[src/rtl/smbcfg_pkg.sv]
package smbcfg_pkg;

    localparam int OCTET_W = 8;

    typedef enum logic [3:0] {
        ST_IDLE,
        ST_ADDR,
        ST_ADDR_ACK,
        ST_INDEX,
        ST_INDEX_ACK,
        ST_COUNT,
        ST_COUNT_ACK,
        ST_WDATA,
        ST_WDATA_ACK,
        ST_TX,
        ST_TX_ACK,
        ST_PARK
    } xfer_state_t;

endpackage

[src/rtl/smb_line_sync.sv]
module smb_line_sync #(
    parameter int STAGES = 2
) (
    input  logic clk,
    input  logic rst_n,
    input  logic scl_in,
    input  logic sda_in,
    output logic scl_lvl,
    output logic sda_lvl,
    output logic scl_rise,
    output logic scl_fall,
    output logic start_evt,
    output logic stop_evt
);

    logic [STAGES-1:0] scl_pipe;
    logic [STAGES-1:0] sda_pipe;
    logic              scl_d;
    logic              sda_d;

    // Metastability stages; the idle bus level is high.
    always_ff @(posedge clk or negedge rst_n) begin
        if (!rst_n) begin
            scl_pipe <= '1;
            sda_pipe <= '1;
        end else begin
            scl_pipe <= {scl_pipe[STAGES-2:0], scl_in};
            sda_pipe <= {sda_pipe[STAGES-2:0], sda_in};
        end
    end

    assign scl_lvl = scl_pipe[STAGES-1];
    assign sda_lvl = sda_pipe[STAGES-1];

    // One more stage gives the previous level for edge detection.
    always_ff @(posedge clk or negedge rst_n) begin
        if (!rst_n) begin
            scl_d <= 1'b1;
            sda_d <= 1'b1;
        end else begin
            scl_d <= scl_lvl;
            sda_d <= sda_lvl;
        end
    end

    assign scl_rise  = scl_lvl & ~scl_d;
    assign scl_fall  = ~scl_lvl & scl_d;
    assign start_evt = scl_lvl & scl_d & sda_d & ~sda_lvl;
    assign stop_evt  = scl_lvl & scl_d & ~sda_d & sda_lvl;

endmodule

[src/rtl/smb_cfg_bank.sv]
module smb_cfg_bank #(
    parameter int                 NREGS     = 16,
    parameter int                 BYTE_W    = 8,
    parameter int                 CNT_IDX   = 8,
    parameter logic [BYTE_W-1:0]  CNT_RESET = 8'd16
) (
    input  logic                        clk,
    input  logic                        rst_n,
    input  logic                        we,
    input  logic [$clog2(NREGS)-1:0]    waddr,
    input  logic [BYTE_W-1:0]           wdata,
    output logic [NREGS*BYTE_W-1:0]     regs_flat
);

    localparam int IDX_W = $clog2(NREGS);

    logic [BYTE_W-1:0] mem [NREGS];

    for (genvar g = 0; g < NREGS; g++) begin : g_reg
        localparam logic [BYTE_W-1:0] RST_VAL = (g == CNT_IDX) ? CNT_RESET : '0;

        always_ff @(posedge clk or negedge rst_n) begin
            if (!rst_n) begin
                mem[g] <= RST_VAL;
            end else if (we && waddr == IDX_W'(g)) begin
                mem[g] <= wdata;
            end
        end

        assign regs_flat[g*BYTE_W +: BYTE_W] = mem[g];
    end

    // an accepted data byte is visible at its index on the next cycle
    a_r3_write_lands: assert property (@(posedge clk) disable iff (!rst_n)
        we |=> mem[$past(waddr)] == $past(wdata));

endmodule

[src/rtl/smb_xfer_fsm.sv]
module smb_xfer_fsm
    import smbcfg_pkg::*;
#(
    parameter int          NREGS    = 16,
    parameter int          BYTE_W   = 8,
    parameter logic [6:0]  DEV_ADDR = 7'h68,
    parameter int          CNT_IDX  = 8
) (
    input  logic                        clk,
    input  logic                        rst_n,
    input  logic                        scl_lvl,
    input  logic                        sda_lvl,
    input  logic                        scl_rise,
    input  logic                        scl_fall,
    input  logic                        start_evt,
    input  logic                        stop_evt,
    input  logic [NREGS*BYTE_W-1:0]     regs_flat,
    output logic                        we,
    output logic [$clog2(NREGS)-1:0]    waddr,
    output logic [BYTE_W-1:0]           wdata,
    output logic                        sda_oe
);

    localparam int IDX_W = $clog2(NREGS);
    localparam int BC_W  = $clog2(BYTE_W) + 1;

    xfer_state_t        state, state_nx;
    logic [BYTE_W-1:0]  rx_sh;
    logic [BYTE_W-1:0]  tx_sh;
    logic [BC_W-1:0]    bitcnt;
    logic [IDX_W-1:0]   ptr;
    logic [BYTE_W-1:0]  wr_left;
    logic               rw_bit;

    logic byte_in;
    logic tx_last;
    logic addr_hit;
    logic rx_state;

    assign byte_in  = (bitcnt == BC_W'(BYTE_W)) && scl_fall;
    assign tx_last  = (bitcnt == BC_W'(BYTE_W - 1)) && scl_fall;
    assign addr_hit = (rx_sh[BYTE_W-1:1] == DEV_ADDR);
    assign rx_state = (state == ST_ADDR) || (state == ST_INDEX) ||
                      (state == ST_COUNT) || (state == ST_WDATA);

    function automatic logic [BYTE_W-1:0] reg_at(input logic [IDX_W-1:0] idx);
        return regs_flat[int'(idx)*BYTE_W +: BYTE_W];
    endfunction

    // Next-state logic
    always_comb begin
        state_nx = state;
        if (stop_evt) begin
            state_nx = ST_IDLE;
        end else if (start_evt) begin
            state_nx = ST_ADDR;
        end else begin
            unique case (state)
                ST_IDLE, ST_PARK: begin
                end
                ST_ADDR: begin
                    if (byte_in) state_nx = addr_hit ? ST_ADDR_ACK : ST_PARK;
                end
                ST_ADDR_ACK: begin
                    if (scl_fall) state_nx = rw_bit ? ST_TX : ST_INDEX;
                end
                ST_INDEX: begin
                    if (byte_in) state_nx = ST_INDEX_ACK;
                end
                ST_INDEX_ACK: begin
                    if (scl_fall) state_nx = ST_COUNT;
                end
                ST_COUNT: begin
                    if (byte_in) state_nx = ST_COUNT_ACK;
                end
                ST_COUNT_ACK: begin
                    if (scl_fall) state_nx = ST_WDATA;
                end
                ST_WDATA: begin
                    if (byte_in) state_nx = (wr_left != '0) ? ST_WDATA_ACK : ST_PARK;
                end
                ST_WDATA_ACK: begin
                    if (scl_fall) state_nx = ST_WDATA;
                end
                ST_TX: begin
                    if (tx_last) state_nx = ST_TX_ACK;
                end
                ST_TX_ACK: begin
                    if (scl_rise && sda_lvl) state_nx = ST_PARK;
                    else if (scl_fall)       state_nx = ST_TX;
                end
                default: state_nx = ST_IDLE;
            endcase
        end
    end

    // State register
    always_ff @(posedge clk or negedge rst_n) begin
        if (!rst_n) state <= ST_IDLE;
        else        state <= state_nx;
    end

    // Byte store strobe
    assign we    = (state == ST_WDATA) && byte_in && (wr_left != '0);
    assign waddr = ptr;
    assign wdata = rx_sh;

    // Datapath: bit counter, shifters, index pointer, write budget
    always_ff @(posedge clk or negedge rst_n) begin
        if (!rst_n) begin
            bitcnt  <= '0;
            rx_sh   <= '0;
            tx_sh   <= '1;
            ptr     <= '0;
            wr_left <= '0;
            rw_bit  <= 1'b0;
        end else begin
            if (start_evt || state_nx != state) begin
                bitcnt <= '0;
            end else if ((scl_rise && rx_state && bitcnt < BC_W'(BYTE_W)) ||
                         (scl_fall && state == ST_TX)) begin
                bitcnt <= bitcnt + 1'b1;
            end

            if (scl_rise && rx_state && bitcnt < BC_W'(BYTE_W)) begin
                rx_sh <= {rx_sh[BYTE_W-2:0], sda_lvl};
            end

            if (state == ST_ADDR && byte_in) begin
                rw_bit <= rx_sh[0];
            end

            if (state == ST_INDEX && byte_in) begin
                ptr <= rx_sh[IDX_W-1:0];
            end

            if (state == ST_COUNT && byte_in) begin
                wr_left <= rx_sh;
            end

            if (we) begin
                ptr     <= ptr + 1'b1;
                wr_left <= wr_left - 1'b1;
            end

            if (state == ST_ADDR_ACK && state_nx == ST_TX) begin
                tx_sh <= reg_at(IDX_W'(CNT_IDX));
            end else if (state == ST_TX_ACK && state_nx == ST_TX) begin
                tx_sh <= reg_at(ptr);
                ptr   <= ptr + 1'b1;
            end else if (state == ST_TX && state_nx == ST_TX && scl_fall) begin
                tx_sh <= {tx_sh[BYTE_W-2:0], 1'b1};
            end
        end
    end

    // Output logic
    always_comb begin
        unique case (state)
            ST_ADDR_ACK, ST_INDEX_ACK, ST_COUNT_ACK, ST_WDATA_ACK: sda_oe = 1'b1;
            ST_TX:                                                 sda_oe = ~tx_sh[BYTE_W-1];
            default:                                               sda_oe = 1'b0;
        endcase
    end

    // a stop always brings the slave back to idle
    a_r7_stop_idles: assert property (@(posedge clk) disable iff (!rst_n)
        stop_evt |=> state == ST_IDLE);

    // a start rearms address reception from bit zero
    a_r7_start_rearms: assert property (@(posedge clk) disable iff (!rst_n)
        start_evt |=> (state == ST_ADDR) && (bitcnt == '0));

    // a foreign address leaves the slave parked
    a_r2_mismatch_parks: assert property (@(posedge clk) disable iff (!rst_n)
        (state == ST_ADDR && byte_in && !addr_hit) |=> state == ST_PARK);

    // the line is only pulled low while the clock is low
    a_r2_pull_only_scl_low: assert property (@(posedge clk) disable iff (!rst_n)
        $rose(sda_oe) |-> !scl_lvl);

    // every stored byte advances the index by one
    a_r3_ptr_steps: assert property (@(posedge clk) disable iff (!rst_n)
        we |=> ptr == $past(ptr) + 1'b1);

    // a data byte with no budget left is refused
    a_r4_excess_parks: assert property (@(posedge clk) disable iff (!rst_n)
        (state == ST_WDATA && byte_in && wr_left == '0) |=> (state == ST_PARK) && !sda_oe);

    // a host not-acknowledge releases the line immediately
    a_r6_nack_releases: assert property (@(posedge clk) disable iff (!rst_n)
        (state == ST_TX_ACK && scl_rise && sda_lvl) |=> (state == ST_PARK) && !sda_oe);

endmodule

[src/rtl/smb_blockcfg_slave.sv]
module smb_blockcfg_slave #(
    parameter int          NREGS       = 16,
    parameter logic [6:0]  DEV_ADDR    = 7'h68,
    parameter int          CNT_IDX     = 8,
    parameter logic [7:0]  CNT_RESET   = 8'd16,
    parameter int          SYNC_STAGES = 2
) (
    input  logic                 clk,
    input  logic                 rst_n,
    input  logic                 scl_in,
    input  logic                 sda_in,
    output logic                 sda_oe,
    output logic [NREGS*8-1:0]   cfg_flat
);

    localparam int BYTE_W = smbcfg_pkg::OCTET_W;
    localparam int IDX_W  = $clog2(NREGS);

    logic scl_lvl, sda_lvl, scl_rise, scl_fall, start_evt, stop_evt;
    logic              bank_we;
    logic [IDX_W-1:0]  bank_waddr;
    logic [BYTE_W-1:0] bank_wdata;

    smb_line_sync #(
        .STAGES (SYNC_STAGES)
    ) u_sync (
        .clk       (clk),
        .rst_n     (rst_n),
        .scl_in    (scl_in),
        .sda_in    (sda_in),
        .scl_lvl   (scl_lvl),
        .sda_lvl   (sda_lvl),
        .scl_rise  (scl_rise),
        .scl_fall  (scl_fall),
        .start_evt (start_evt),
        .stop_evt  (stop_evt)
    );

    smb_xfer_fsm #(
        .NREGS    (NREGS),
        .BYTE_W   (BYTE_W),
        .DEV_ADDR (DEV_ADDR),
        .CNT_IDX  (CNT_IDX)
    ) u_fsm (
        .clk       (clk),
        .rst_n     (rst_n),
        .scl_lvl   (scl_lvl),
        .sda_lvl   (sda_lvl),
        .scl_rise  (scl_rise),
        .scl_fall  (scl_fall),
        .start_evt (start_evt),
        .stop_evt  (stop_evt),
        .regs_flat (cfg_flat),
        .we        (bank_we),
        .waddr     (bank_waddr),
        .wdata     (bank_wdata),
        .sda_oe    (sda_oe)
    );

    smb_cfg_bank #(
        .NREGS     (NREGS),
        .BYTE_W    (BYTE_W),
        .CNT_IDX   (CNT_IDX),
        .CNT_RESET (CNT_RESET)
    ) u_bank (
        .clk       (clk),
        .rst_n     (rst_n),
        .we        (bank_we),
        .waddr     (bank_waddr),
        .wdata     (bank_wdata),
        .regs_flat (cfg_flat)
    );

endmodule

[config.mk]
export PLATFORM = sky130hd
export DESIGN_NAME = smb_blockcfg_slave
export DESIGN_NICKNAME = d
export VERILOG_FILES = /design/src/rtl/smbcfg_pkg.sv /design/src/rtl/smb_line_sync.sv /design/src/rtl/smb_cfg_bank.sv /design/src/rtl/smb_xfer_fsm.sv /design/src/rtl/smb_blockcfg_slave.sv
export SDC_FILE = /design/constraint.sdc
export NUM_CORES = 1
export LEC_CHECK = 0
export BUFFER_PORTS_ARGS = -buffer_cell sky130_fd_sc_hd__buf_4
export CORE_ASPECT_RATIO = 1.4
export CORE_MARGIN = 2
export CORE_UTILIZATION = 57
export CTS_BUF_LIST = sky130_fd_sc_hd__clkbuf_16
export DETAILED_ROUTE_END_ITERATION = 8
export PLACE_DENSITY = 0.8
export SKIP_CTS_REPAIR_TIMING = 1
export SYNTH_ARGS = -nofsm -noshare
export SYNTH_HDL_FRONTEND = slang
export SYNTH_SLANG_ARGS = --single-unit
[constraint.sdc]
create_clock -name clk -period 2.65 [get_ports clk]
set_input_delay 0.1325 -clock clk [delete_from_list [all_inputs] [get_ports clk]]
set_output_delay 0.1325 -clock clk [all_outputs]
set_load 0.02 [all_outputs]
==> flow_summary.json <==
{
  "synth-seq-cells": 171,
  "path_max_fanout": 4,
  "cts_sinks": 171,
  "synth_top_area_frac": 0.4626,
  "place.gp.congestion": 0.9213,
  "path_cells": "inv_1, ha_1, and3b_1, a32oi_1, o31ai_1, a2111oi_1, buf_4, o2111ai_1, buf_4, nor2_1",
  "drcViolationCount": 0,
  "power_per_cell_area_mw_per_mm2": 589.6,
  "period_needed_ns": 2.448,
  "clock_path_buffers": 2,
  "synth.area.top_cells": "dfrtp_1, mux2_2, mux4_2, dfstp_2, a22oi_1",
  "port_buffers": 132,
  "slowest_delay_ns": 0.49,
  "insertedDiodeCount": 0,
  "path_delay_family": "compound AO/OA/AOI/OAI gates",
  "grt_first_pass_wirelength_um": 36800,
  "slew_headroom": 0.4433,
  "fin_crit_sh": 0.9236,
  "wl_per_cell_um": 24.20,
  "cts-root-buf": "clkbuf_16",
  "firstDrtPassIters": 7,
  "fill_cells": 972,
  "hold_violations": 0,
  "synth.distinct_cells": 61,
  "yosys_most_used_dff": "dfrtp_1",
  "synth_commonest_cells": "dfrtp_1, mux2_2, mux4_2",
  "die-area_mm2": 0.01581,
  "slew_viol_final": 0,
  "crit_slowest_cell": "a2111oi_1",
  "cts_tree": "built",
  "grt_usage": 0.3107,
  "die_w_um": 106.8,
  "synth_nets": 629,
  "grt_max_degree": 74,
  "dp_slack_ns": 0.1141,
  "syn_area_per_cell_um2": 13.68,
  "fmax_mhz": 408.6,
  "grt_pass1_vias": 6474,
  "status": "finished clean",
  "skew_ns": 0.01163,
  "yosys_warnings": 0,
  "hp-class": "in -> async",
  "finalSetupViolations": 0,
  "die_h_um": 148.0,
  "syn_inst": 617,
  "synth-edff-count": 0,
  "final_nets": 779,
  "yosysMostFrequentCell": "dfrtp_1",
  "worst_pin_slew_ns": 0.8350,
  "viasPerCell": 6.286,
  "regArea_mm2": 0.004300,
  "cp-end-kind": "register",
  "arrival_ns": 2.81,
  "antenna_found_initial": 0,
  "ios": 133,
  "numCtsBuffers": 17,
  "drt-total-wl_um": 23450,
  "vias": 6091,
  "power.leakage_nw": 5.118,
  "worstPathRequired_ns": 3.01,
  "ant_nets": 0,
  "synth_seq_area_share": 0.5093,
  "rsz0062_at_grt": "false",
  "final_cell_count_no_fill": 969,
  "yosys.area.top_type": "dfrtp_1",
  "dp.cells": 934,
  "drive_gt1_frac": 0.5436,
  "drtIter0Drc": 340,
  "multi_input_comb_area_mm2": 0.003949,
  "start_util": 0.5842,
  "rows": 52,
  "path_common_cell": "buf_4",
  "htreeDepth": 4,
  "syn_area_mm2": 0.008438,
  "grt_overflow": 0,
  "timing.final.ws_setup_ns": 0.2025,
  "maxCapViolations": 0,
  "start_kind": "register",
  "coreArea_mm2": 0.01444,
  "clk_latency_ns": 0.44,
  "syn2layout_area_growth_pct": 23.61,
  "ir_worst_vdd_mv": 0.4316,
  "crit_buf_inv": 3,
  "worstSetupPathType": "reg -> reg",
  "fin_tns_setup_ns": 0,
  "synth-async-reset-ratio": 1.000,
  "dp.final_hpwl_um": 16550,
  "clk_pin_slew_ns": 0.07
}
power by group:
| part | internal (mW) | total, mW | switching (mW) |
|---|---|---|---|
| sequential | 2.71 | 2.86 | 0.151 |
| combinational | 0.247 | 0.780 | 0.533 |
| clock | 1.40 | 2.51 | 1.10 |
| total | 4.36 | 6.15 | 1.79 |
registers in the layout, summed over array words and instances (netlist names):
register / cells
u_fsm.tx_sh: 8
u_fsm.bitcnt: 4
u_fsm.wr_left: 8
u_fsm.rw_bit: 1
u_sync.sda_pipe: 2
u_fsm.wdata: 8
u_fsm.waddr: 4
u_fsm.state: 4
u_sync.sda_d: 1
u_sync.scl_pipe: 2
u_bank.regs_flat: 128
u_sync.scl_d: 1
path summary, 6_finish.rpt:
path	end	start	slack (ns)	cells after the start
max reg2reg	u_fsm.bitcnt[1]	u_fsm.bitcnt[0]	0.20	10
min in group clk	u_sync.scl_pipe[1]	u_sync.scl_pipe[0]	0.36	0
min	u_fsm.wdata[1]	rst_n	0.30	2
max in group asynchronous	u_fsm.waddr[0]	rst_n	1.51	3
max	u_fsm.bitcnt[1]	u_fsm.bitcnt[0]	0.20	10
min reg2reg	u_sync.scl_pipe[1]	u_sync.scl_pipe[0]	0.36	0
layout make-up:
class                      instances  share of cell area
inverter                           8            0.002879
timing repair buffer             172              0.1273
multi-input combinational        397              0.3786
clock buffer                      17             0.04079
tap                              189             0.02267
sequential                       171              0.4123
clock inverter                    15             0.01548
cell usage in the layout, fill, tap and decap left out, types with 6 or more instances in the layout:
cell type	instances
nand2_1	15
nand2b_1	9
mux4_2	32
mux2_2	141
buf_4	166
ha_1	8
clkbuf_16	17
mux2i_1	9
dfrtp_1	154
nand2_2	13
o211ai_1	8
a21oi_1	14
nand3_1	9
dfstp_2	15
a22oi_1	15
nor2_1	23
o21ai_0	8
inv_1	9
mux2_1	6
routing by layer:
| layer | routed length (µm) | GRT usage |
|---|---|---|
| met4 | 960 | 0.1474 |
| met1 | 8523 | 0.3619 |
| met3 | 1312 | 0.06746 |
| met2 | 12660 | 0.5430 |
| met5 | 0 | 0 |
stage by stage:
stage	hold slack [ns]	total power [mW]	utilization	instance area [µm²]
CTS	-0.2433	6.150	0.7188	10380
floorplan	-0.1631	3.293	-	8438
global route	0.3382	6.338	0.7221	10430
finish	0.3011	6.150	0.7221	10430
global placement	0.1974	3.637	0.6782	9796
detailed placement	0.2129	3.673	0.6782	9796
kinds of logic after synthesis:
group / Yosys count / synth area share
AO/OA/AOI/OAI: 78 / 0.06702
XOR/XNOR: 5 / 0.005191
adder cells (fa/ha/maj): 8 / 0.01186
buffers and inverters: 49 / 0.02462
flip-flops: 171 / 0.5093
multiplexers: 188 / 0.2923
AND/OR/NAND/NOR: 118 / 0.08971
No activity file was read; power rests on OpenSTA's default activity.
